[config.mk]
export PLATFORM = sky130hd
export DESIGN_NAME = uart_isr_unit
export DESIGN_NICKNAME = d
export VERILOG_FILES = /design/src/rtl/uart_isr_pkg.sv /design/src/rtl/isr_status.sv /design/src/rtl/isr_reqgen.sv /design/src/rtl/isr_bus.sv /design/src/rtl/uart_isr_unit.sv
export SDC_FILE = /design/constraint.sdc
export NUM_CORES = 1
export LEC_CHECK = 0
export BUFFER_PORTS_ARGS = -buffer_cell sky130_fd_sc_hd__buf_2
export CAP_MARGIN = 0
export CORE_MARGIN = 2
export CORE_UTILIZATION = 46
export CTS_CLUSTER_DIAMETER = 120
export DETAILED_ROUTE_END_ITERATION = 8
export PLACE_DENSITY = 0.77
export SETUP_SLACK_MARGIN = 0.4
export SLEW_MARGIN = 20
export SYNTH_ARGS = -nofsm -noshare
export SYNTH_HDL_FRONTEND = slang
export SYNTH_SLANG_ARGS = --single-unit
export TNS_END_PERCENT = 30
[constraint.sdc]
create_clock -name clk -period 1.2 [get_ports clk]
set_input_delay 0 -clock clk [delete_from_list [all_inputs] [get_ports clk]]
set_output_delay 0 -clock clk [all_outputs]
set_load 0.01 [all_outputs]
[src/rtl/uart_isr_pkg.sv]
package uart_isr_pkg;
    localparam int SRC_N  = 11;
    localparam int TX_BIT = 5;
    localparam int W_DATA   = 0;
    localparam int W_MASK   = 14;
    localparam int W_RAW    = 15;
    localparam int W_MASKED = 16;
    localparam int W_CLEAR  = 17;
    localparam int W_DMA    = 18;
    typedef logic [SRC_N-1:0] src_vec_t;
endpackage

[src/rtl/isr_status.sv]
module isr_status
    import uart_isr_pkg::*;
(
    input  logic     clk,
    input  logic     rst_n,
    input  src_vec_t set_i,
    input  logic     clr_en_i,
    input  src_vec_t clr_mask_i,
    input  logic     mask_we_i,
    input  src_vec_t mask_d_i,
    output src_vec_t raw_o,
    output src_vec_t mask_o
);
    src_vec_t raw_q;
    src_vec_t mask_q;

    for (genvar i = 0; i < SRC_N; i++) begin : g_bit
        always_ff @(posedge clk or negedge rst_n) begin
            if (!rst_n)
                raw_q[i] <= 1'b0;
            else if (set_i[i])
                raw_q[i] <= 1'b1;
            else if (clr_en_i && clr_mask_i[i])
                raw_q[i] <= 1'b0;
        end

        AST_SET_STICKY: assert property (@(posedge clk) disable iff (!rst_n)
            set_i[i] |=> raw_q[i]);
        AST_CLEAR_BIT: assert property (@(posedge clk) disable iff (!rst_n)
            (clr_en_i && clr_mask_i[i] && !set_i[i]) |=> !raw_q[i]);
        AST_RAW_HOLD: assert property (@(posedge clk) disable iff (!rst_n)
            (!set_i[i] && !(clr_en_i && clr_mask_i[i])) |=> $stable(raw_q[i]));
    end

    always_ff @(posedge clk or negedge rst_n) begin
        if (!rst_n)
            mask_q <= '0;
        else if (mask_we_i)
            mask_q <= mask_d_i;
    end

    AST_MASK_WRITE: assert property (@(posedge clk) disable iff (!rst_n)
        mask_we_i |=> (mask_q == $past(mask_d_i)));

    assign raw_o  = raw_q;
    assign mask_o = mask_q;
endmodule

[src/rtl/isr_reqgen.sv]
module isr_reqgen
    import uart_isr_pkg::*;
(
    input  logic     clk,
    input  logic     rst_n,
    input  src_vec_t raw_i,
    input  src_vec_t mask_i,
    output logic     irq_o
);
    logic irq_q;

    always_ff @(posedge clk or negedge rst_n) begin
        if (!rst_n)
            irq_q <= 1'b0;
        else
            irq_q <= |(raw_i & mask_i);
    end

    AST_IRQ_LAG: assert property (@(posedge clk) disable iff (!rst_n)
        $past(rst_n) |-> (irq_q == (|($past(raw_i) & $past(mask_i)))));

    assign irq_o = irq_q;
endmodule

[src/rtl/isr_bus.sv]
module isr_bus
    import uart_isr_pkg::*;
#(
    parameter int ADDR_W = 10,
    parameter int DATA_W = 32
) (
    input  logic              clk,
    input  logic              rst_n,
    input  logic              wr_en_i,
    input  logic              rd_en_i,
    input  logic [ADDR_W-1:0] addr_i,
    input  logic [DATA_W-1:0] wdata_i,
    input  src_vec_t          raw_i,
    input  src_vec_t          mask_i,
    output logic [DATA_W-1:0] rdata_o,
    output logic              tx_wr_o,
    output logic [7:0]        tx_byte_o,
    output logic              clr_en_o,
    output logic              mask_we_o
);
    localparam int PAD_W = DATA_W - SRC_N;

    logic [DATA_W-1:0] dma_q;

    always_comb begin
        tx_wr_o   = wr_en_i && (addr_i == ADDR_W'(W_DATA));
        clr_en_o  = wr_en_i && (addr_i == ADDR_W'(W_CLEAR));
        mask_we_o = wr_en_i && (addr_i == ADDR_W'(W_MASK));
        tx_byte_o = wdata_i[7:0];
    end

    always_ff @(posedge clk or negedge rst_n) begin
        if (!rst_n)
            dma_q <= '0;
        else if (wr_en_i && (addr_i == ADDR_W'(W_DMA)))
            dma_q <= wdata_i;
    end

    always_comb begin
        rdata_o = '0;
        if (rd_en_i) begin
            unique case (addr_i)
                ADDR_W'(W_MASK):   rdata_o = {{PAD_W{1'b0}}, mask_i};
                ADDR_W'(W_RAW):    rdata_o = {{PAD_W{1'b0}}, raw_i};
                ADDR_W'(W_MASKED): rdata_o = {{PAD_W{1'b0}}, raw_i & mask_i};
                ADDR_W'(W_DMA):    rdata_o = dma_q;
                default:           rdata_o = '0;
            endcase
        end
    end

    AST_CLEAR_READS_ZERO: assert property (@(posedge clk) disable iff (!rst_n)
        (rd_en_i && addr_i == ADDR_W'(W_CLEAR)) |-> (rdata_o == '0));
endmodule

[src/rtl/uart_isr_unit.sv]
module uart_isr_unit
    import uart_isr_pkg::*;
#(
    parameter int ADDR_W = 10,
    parameter int DATA_W = 32
) (
    input  logic              clk,
    input  logic              rst_n,
    input  logic              bus_wr_en,
    input  logic              bus_rd_en,
    input  logic [ADDR_W-1:0] bus_addr,
    input  logic [DATA_W-1:0] bus_wdata,
    output logic [DATA_W-1:0] bus_rdata,
    input  logic [SRC_N-1:0]  evt_src,
    output logic [7:0]        tx_byte,
    output logic              tx_strobe,
    output logic              irq
);
    src_vec_t raw;
    src_vec_t mask;
    src_vec_t set_vec;
    logic     tx_wr;
    logic     clr_en;
    logic     mask_we;

    always_comb begin
        set_vec = evt_src;
        set_vec[TX_BIT] = evt_src[TX_BIT] | tx_wr;
    end

    isr_bus #(.ADDR_W(ADDR_W), .DATA_W(DATA_W)) u_bus (
        .clk       (clk),
        .rst_n     (rst_n),
        .wr_en_i   (bus_wr_en),
        .rd_en_i   (bus_rd_en),
        .addr_i    (bus_addr),
        .wdata_i   (bus_wdata),
        .raw_i     (raw),
        .mask_i    (mask),
        .rdata_o   (bus_rdata),
        .tx_wr_o   (tx_wr),
        .tx_byte_o (tx_byte),
        .clr_en_o  (clr_en),
        .mask_we_o (mask_we)
    );

    isr_status u_status (
        .clk        (clk),
        .rst_n      (rst_n),
        .set_i      (set_vec),
        .clr_en_i   (clr_en),
        .clr_mask_i (bus_wdata[SRC_N-1:0]),
        .mask_we_i  (mask_we),
        .mask_d_i   (bus_wdata[SRC_N-1:0]),
        .raw_o      (raw),
        .mask_o     (mask)
    );

    isr_reqgen u_req (
        .clk   (clk),
        .rst_n (rst_n),
        .raw_i (raw),
        .mask_i(mask),
        .irq_o (irq)
    );

    assign tx_strobe = tx_wr;

    AST_TX_SETS_RAW: assert property (@(posedge clk) disable iff (!rst_n)
        (bus_wr_en && bus_addr == ADDR_W'(W_DATA)) |=> raw[TX_BIT]);
endmodule

# Word level (Yosys, flattened, before mapping)
# Index checks and enable logic that the tools add are counted.
# Widths: inputs -> output; s select.
# classes
div_mod_pow	0
shifts	0
add_sub_neg	0
n_eq_ne	5
n_mux	24
magnitude_cmp	0
reduce_logical	28
bitwise	2
n_mul	0
# ops
cell	count
$pmux 32 s4	1
$mux 32	1
$eq 10x5->1 const B	3
$mux 1	22
$reduce_bool 2->1	11
$eq 10x4->1 const B	2
$logic_and 1x1->1	15
$and 11x11->11	1
$reduce_or 11->1	1
$logic_not 10->1	1
$or 1x1->1	1
# word_totals
word_cells	73
mem_count	0
rom_bits	0
register_bits	55
ramBits	0
in_bits	57
output_inout_bits	42
latch_bits	0

# Depth between registers and ports, before layout
# logic_depth
depth_word	5
ltp_mapped	6
depth_no_buf	3

# Cells and area by module
# From an unflattened synthesis, not the netlist that was laid out.
# unflattened
hier_cells	232
area_unflattened_um2	2836.5
# modules_own_cells
mod	n_inst	seq_area_each_um2	cells_per_inst	area_each_um2
isr_bus	1	800.8	166	1891.8
isr_status	1	550.5	57	854.6
isr_reqgen	1	25.0	8	83.8
uart_isr_unit	1	0.0	1	6.3

# Worst setup path after synthesis
# Ideal clock, no wire load.
# synth_timing
kind	in2reg
start	input port bus_addr[9]
end	register u_bus.dma_q[10]
setup_time_ns	0.125
arrival_time_ns	1.725
slack_ns	-0.650
path_buffers	3
cell_stages	6
t_required_ns	1.075
path_cell_list	or4_1 -> buf_2 -> or4_4 -> buf_6 -> buf_6 -> mux2_4
# synth_via
elab_chain_cells	2
# synth_rtl
element	line_no	rtl
start, declared	uart_isr_unit.sv:11	input logic [ADDR_W-1:0] bus_addr,
$eq 10x5->1	isr_bus.sv:35	else if (wr_en_i && (addr_i == ADDR_W'(W_DMA)))
$logic_and 1x1->1	isr_bus.sv:35	
end signal, assigned	isr_bus.sv:36	dma_q <= wdata_i;
end, declared	isr_bus.sv:23	logic [DATA_W-1:0] dma_q;
# No other way between the ends.
# A chain may end at the register's enable or synchronous reset.

# Final worst setup path
# layout_timing
start	input port bus_addr[9]
end	register u_bus.dma_q[22]
# Same word-level chain as after synthesis.

==> impl_metrics.ini <==
[run_status]
status = finished, violations left
violations = setup timing

[yosys]
synth_top_family_by_area = multiplexers
synth_top_area_share_pct = 43.9
yosysSeqAreaShare_pct = 43.9
syn-num-nets = 330
synthTopCellsByArea = dfrtp_1 44%, mux2_4 14%, mux2_2 4.7%
syn_area_sq_um = 3130
ys_top_cells_by_count = 55 x dfrtp_1, 30 x mux2_4, 21 x and2_1, 16 x clkbuf_1, 13 x mux2_2
synth.most_common_cell = dfrtp_1
synthArstFlopShare_pct = 100
synth.largest_area_cell = dfrtp_1
synth_seq_cells = 55
synth_mux_area_share_pct = 22.6
ys_types = 34
yosys_warnings = 0
syn_avg_cell_area_sq_um = 11.5
synthSimpleGateAreaFrac_pct = 17.5
ys.flop_type = dfrtp_1
netlist_instances = 273
synth_compound_area_share_pct = 9.99
yosys.area_share.xor_xnor_pct = 0
yosys.area_share.adder_pct = 0
synth_edf_count = 0

[sta]
max_slew_margin_pct = 75.0
setup_slack_ns = -0.314
period_needed_ns = 1.51
hold_violations = 0
max_slew.worst_pin.slew_ns = 0.375
period_share_pct = 126
fin_setup_tns_ns = -13.82
setup_viol = 76
fmax_mhz = 661
slew_violations = 0
fin_skew_ns = 0.0119
rsz0062_at_grt = true

[clock_tree]
clk_root_buffer_cell = clkbuf_8
clk_pin_slew_worst_paths_ns = 0.10
cts_buffers = 5
htreeDepth = 2
cts_sinks = 55
clockBufferDepth = 2
cts_tree = done
clock_latency_ns = 0.31

[pwr]
power_frac_seq_pct = 51.8
p_leak_nw = 2.26
powerDensity_nw_per_um2 = 801
combPwrFrac_pct = 15.3
intPower_mw = 2.79
switching_share_pct = 23.6
p_sw_uw = 862
p_total_mw = 3.66
ir_drop_v = 0.000583
clockPowerShare_pct = 32.9

[global_route]
antenna_found_initial = 0
grt_remaining_overflow = 0
grt_pass1_wl_um = 14000
grt_max_degree = 56
gr-usage-all-layers_pct = 23.9
grt_pass1_vias = 2801

[floorplanning]
die_w_um = 86.5
rows = 30
die_h_um = 86.5
core-area_sq_um = 6680
start_util_pct = 46.9
die_area_sq_um = 7480
pin_count = 99

[final_layout]
fin_nets = 476
final_area_sq_um = 4560
drive_gt1_share_pct = 48.2
syn_to_final_growth_pct = 45.7
stdcell_count = 499
diodes = 0

[setup_path]
reg2reg_slack_ns = 0.08
critPathMaxFanout = 21
start_kind = input port
criticalPathCategory = in -> reg
cp-end-kind = flop
rr_startpoint = u_status.raw_o[3]
crit_path_start = bus_addr[9]
cp.required_ns = 1.39
arrival_ns = 1.70

[routing]
first_pass_iters = 5
ant_nets = 0
drc = 0
vias = 2799
wl_um = 8740
viasPerCell = 5.61
wl_per_cell_um = 17.5
drt_iter0_drc = 172

[placement]
hpwl_um = 5660
numPortBuffers = 98
place_congestion = 0.817
placed_cells = 447
postPlaceCellArea_sq_um = 3800
dp_slack_ns = -0.698

[job]
cap_violations = 0

[hold_path]
hp-start = bus_wdata[7]
hp-class = in -> reg
==> power groups by stage <==
stage	combinational, mW	clock (mW)	sequential (mW)
6_report	0.559	1.20	1.89
2_1_floorplan	0.173	0	1.93
4_1_cts	0.543	1.23	1.89
5_1_grt	0.602	1.30	1.90
3_3_place_gp	0.398	0	1.93
3_5_place_dp	0.407	0	1.93
==> metrics by stage <==
step                      utilization [%]  hold WS (ns)
final                                68.3        0.0205
after global routing                 68.3        0.0305
after CTS                            67.1        0.0162
after detailed placement             56.9        0.0198
after global placement               56.9        0.0154
after floorplan                         -        -0.296
==> path summary, 6_finish.rpt <==
kind,cells after the start,endpoint
worst min-delay path,4,u_status.raw_o[7]
worst max-delay path,5,u_bus.dma_q[22]
max in group asynchronous,3,u_status.raw_o[1]
worst max register to register,2,u_req.irq_o
min in group asynchronous,3,u_status.raw_o[2]
worst min register to register,1,u_bus.dma_q[24]
==> placed cells by master, fill, tap and decap left out, types with 3 or more instances in the layout <==
cell type | netlist | layout
buf_2 | 2 | 93
dfrtp_1 | 55 | 55
dlygate4sd3_1 | 0 | 42
mux2_4 | 30 | 40
buf_4 | 8 | 26
and2_1 | 21 | 20
nand2_1 | 12 | 12
nand3b_1 | 12 | 12
nand2b_1 | 11 | 11
mux2i_1 | 11 | 11
nor3_1 | 11 | 11
o21a_1 | 11 | 11
nand3_1 | 10 | 10
o41ai_2 | 0 | 9
a211oi_1 | 11 | 8
clkbuf_8 | 0 | 5
buf_6 | 4 | 5
buf_12 | 0 | 4
a211oi_2 | 0 | 3
mux2_2 | 13 | 3
==> routing by layer <==
metal  track usage (%)  share of wire [%]  wire [um]  vias to the layer above
li1                  -                  -          -                     1278
met1              31.9                 41       3560                     1381
met2              39.0                 51       4440                      120
met3              4.67                5.7        496                       20
met4              8.66                2.7        240                        0
met5                 0                  0          0                        -
==> area by class of cell <==
class | count | area (sq um)
multi-input cells | 185 | 1740
flip-flops and latches | 55 | 1380
well taps | 80 | 100
clock inverters | 2 | 37.5
fillers | 484 | 2120
inverters | 1 | 3.75
repair buffers | 171 | 1230
clock buffers | 5 | 68.8
==> registers in the layout, indices dropped and copies added (netlist names) <==
name,flops
u_req.irq_o,1
u_bus.dma_q,32
u_status.mask_o,11
u_status.raw_o,11
==> cells by family (layout without fill, tap and decap cells) <==
kind of cell | after synthesis | after routing
buf+inv | 33 | 179
flops | 55 | 55
mux | 54 | 54
compound gates | 39 | 39
simple gates | 92 | 92
==> what timing repair did <==
action,4_1_cts,5_1_grt
endpoints found under the hold margin,106,0
hold buffers,42,0
resized for setup,29,12
setup buffers,2,1
pin swaps,8,6
setup endpoints to repair,89,89
==> worst max-delay path, stage by stage <==
cell and delay [ns]:
buf_6 0.09, or4_4 0.53, or4_4 0.56, buf_12 0.20
mux2_4 0.31
No activity file was read; power rests on OpenSTA's default activity.
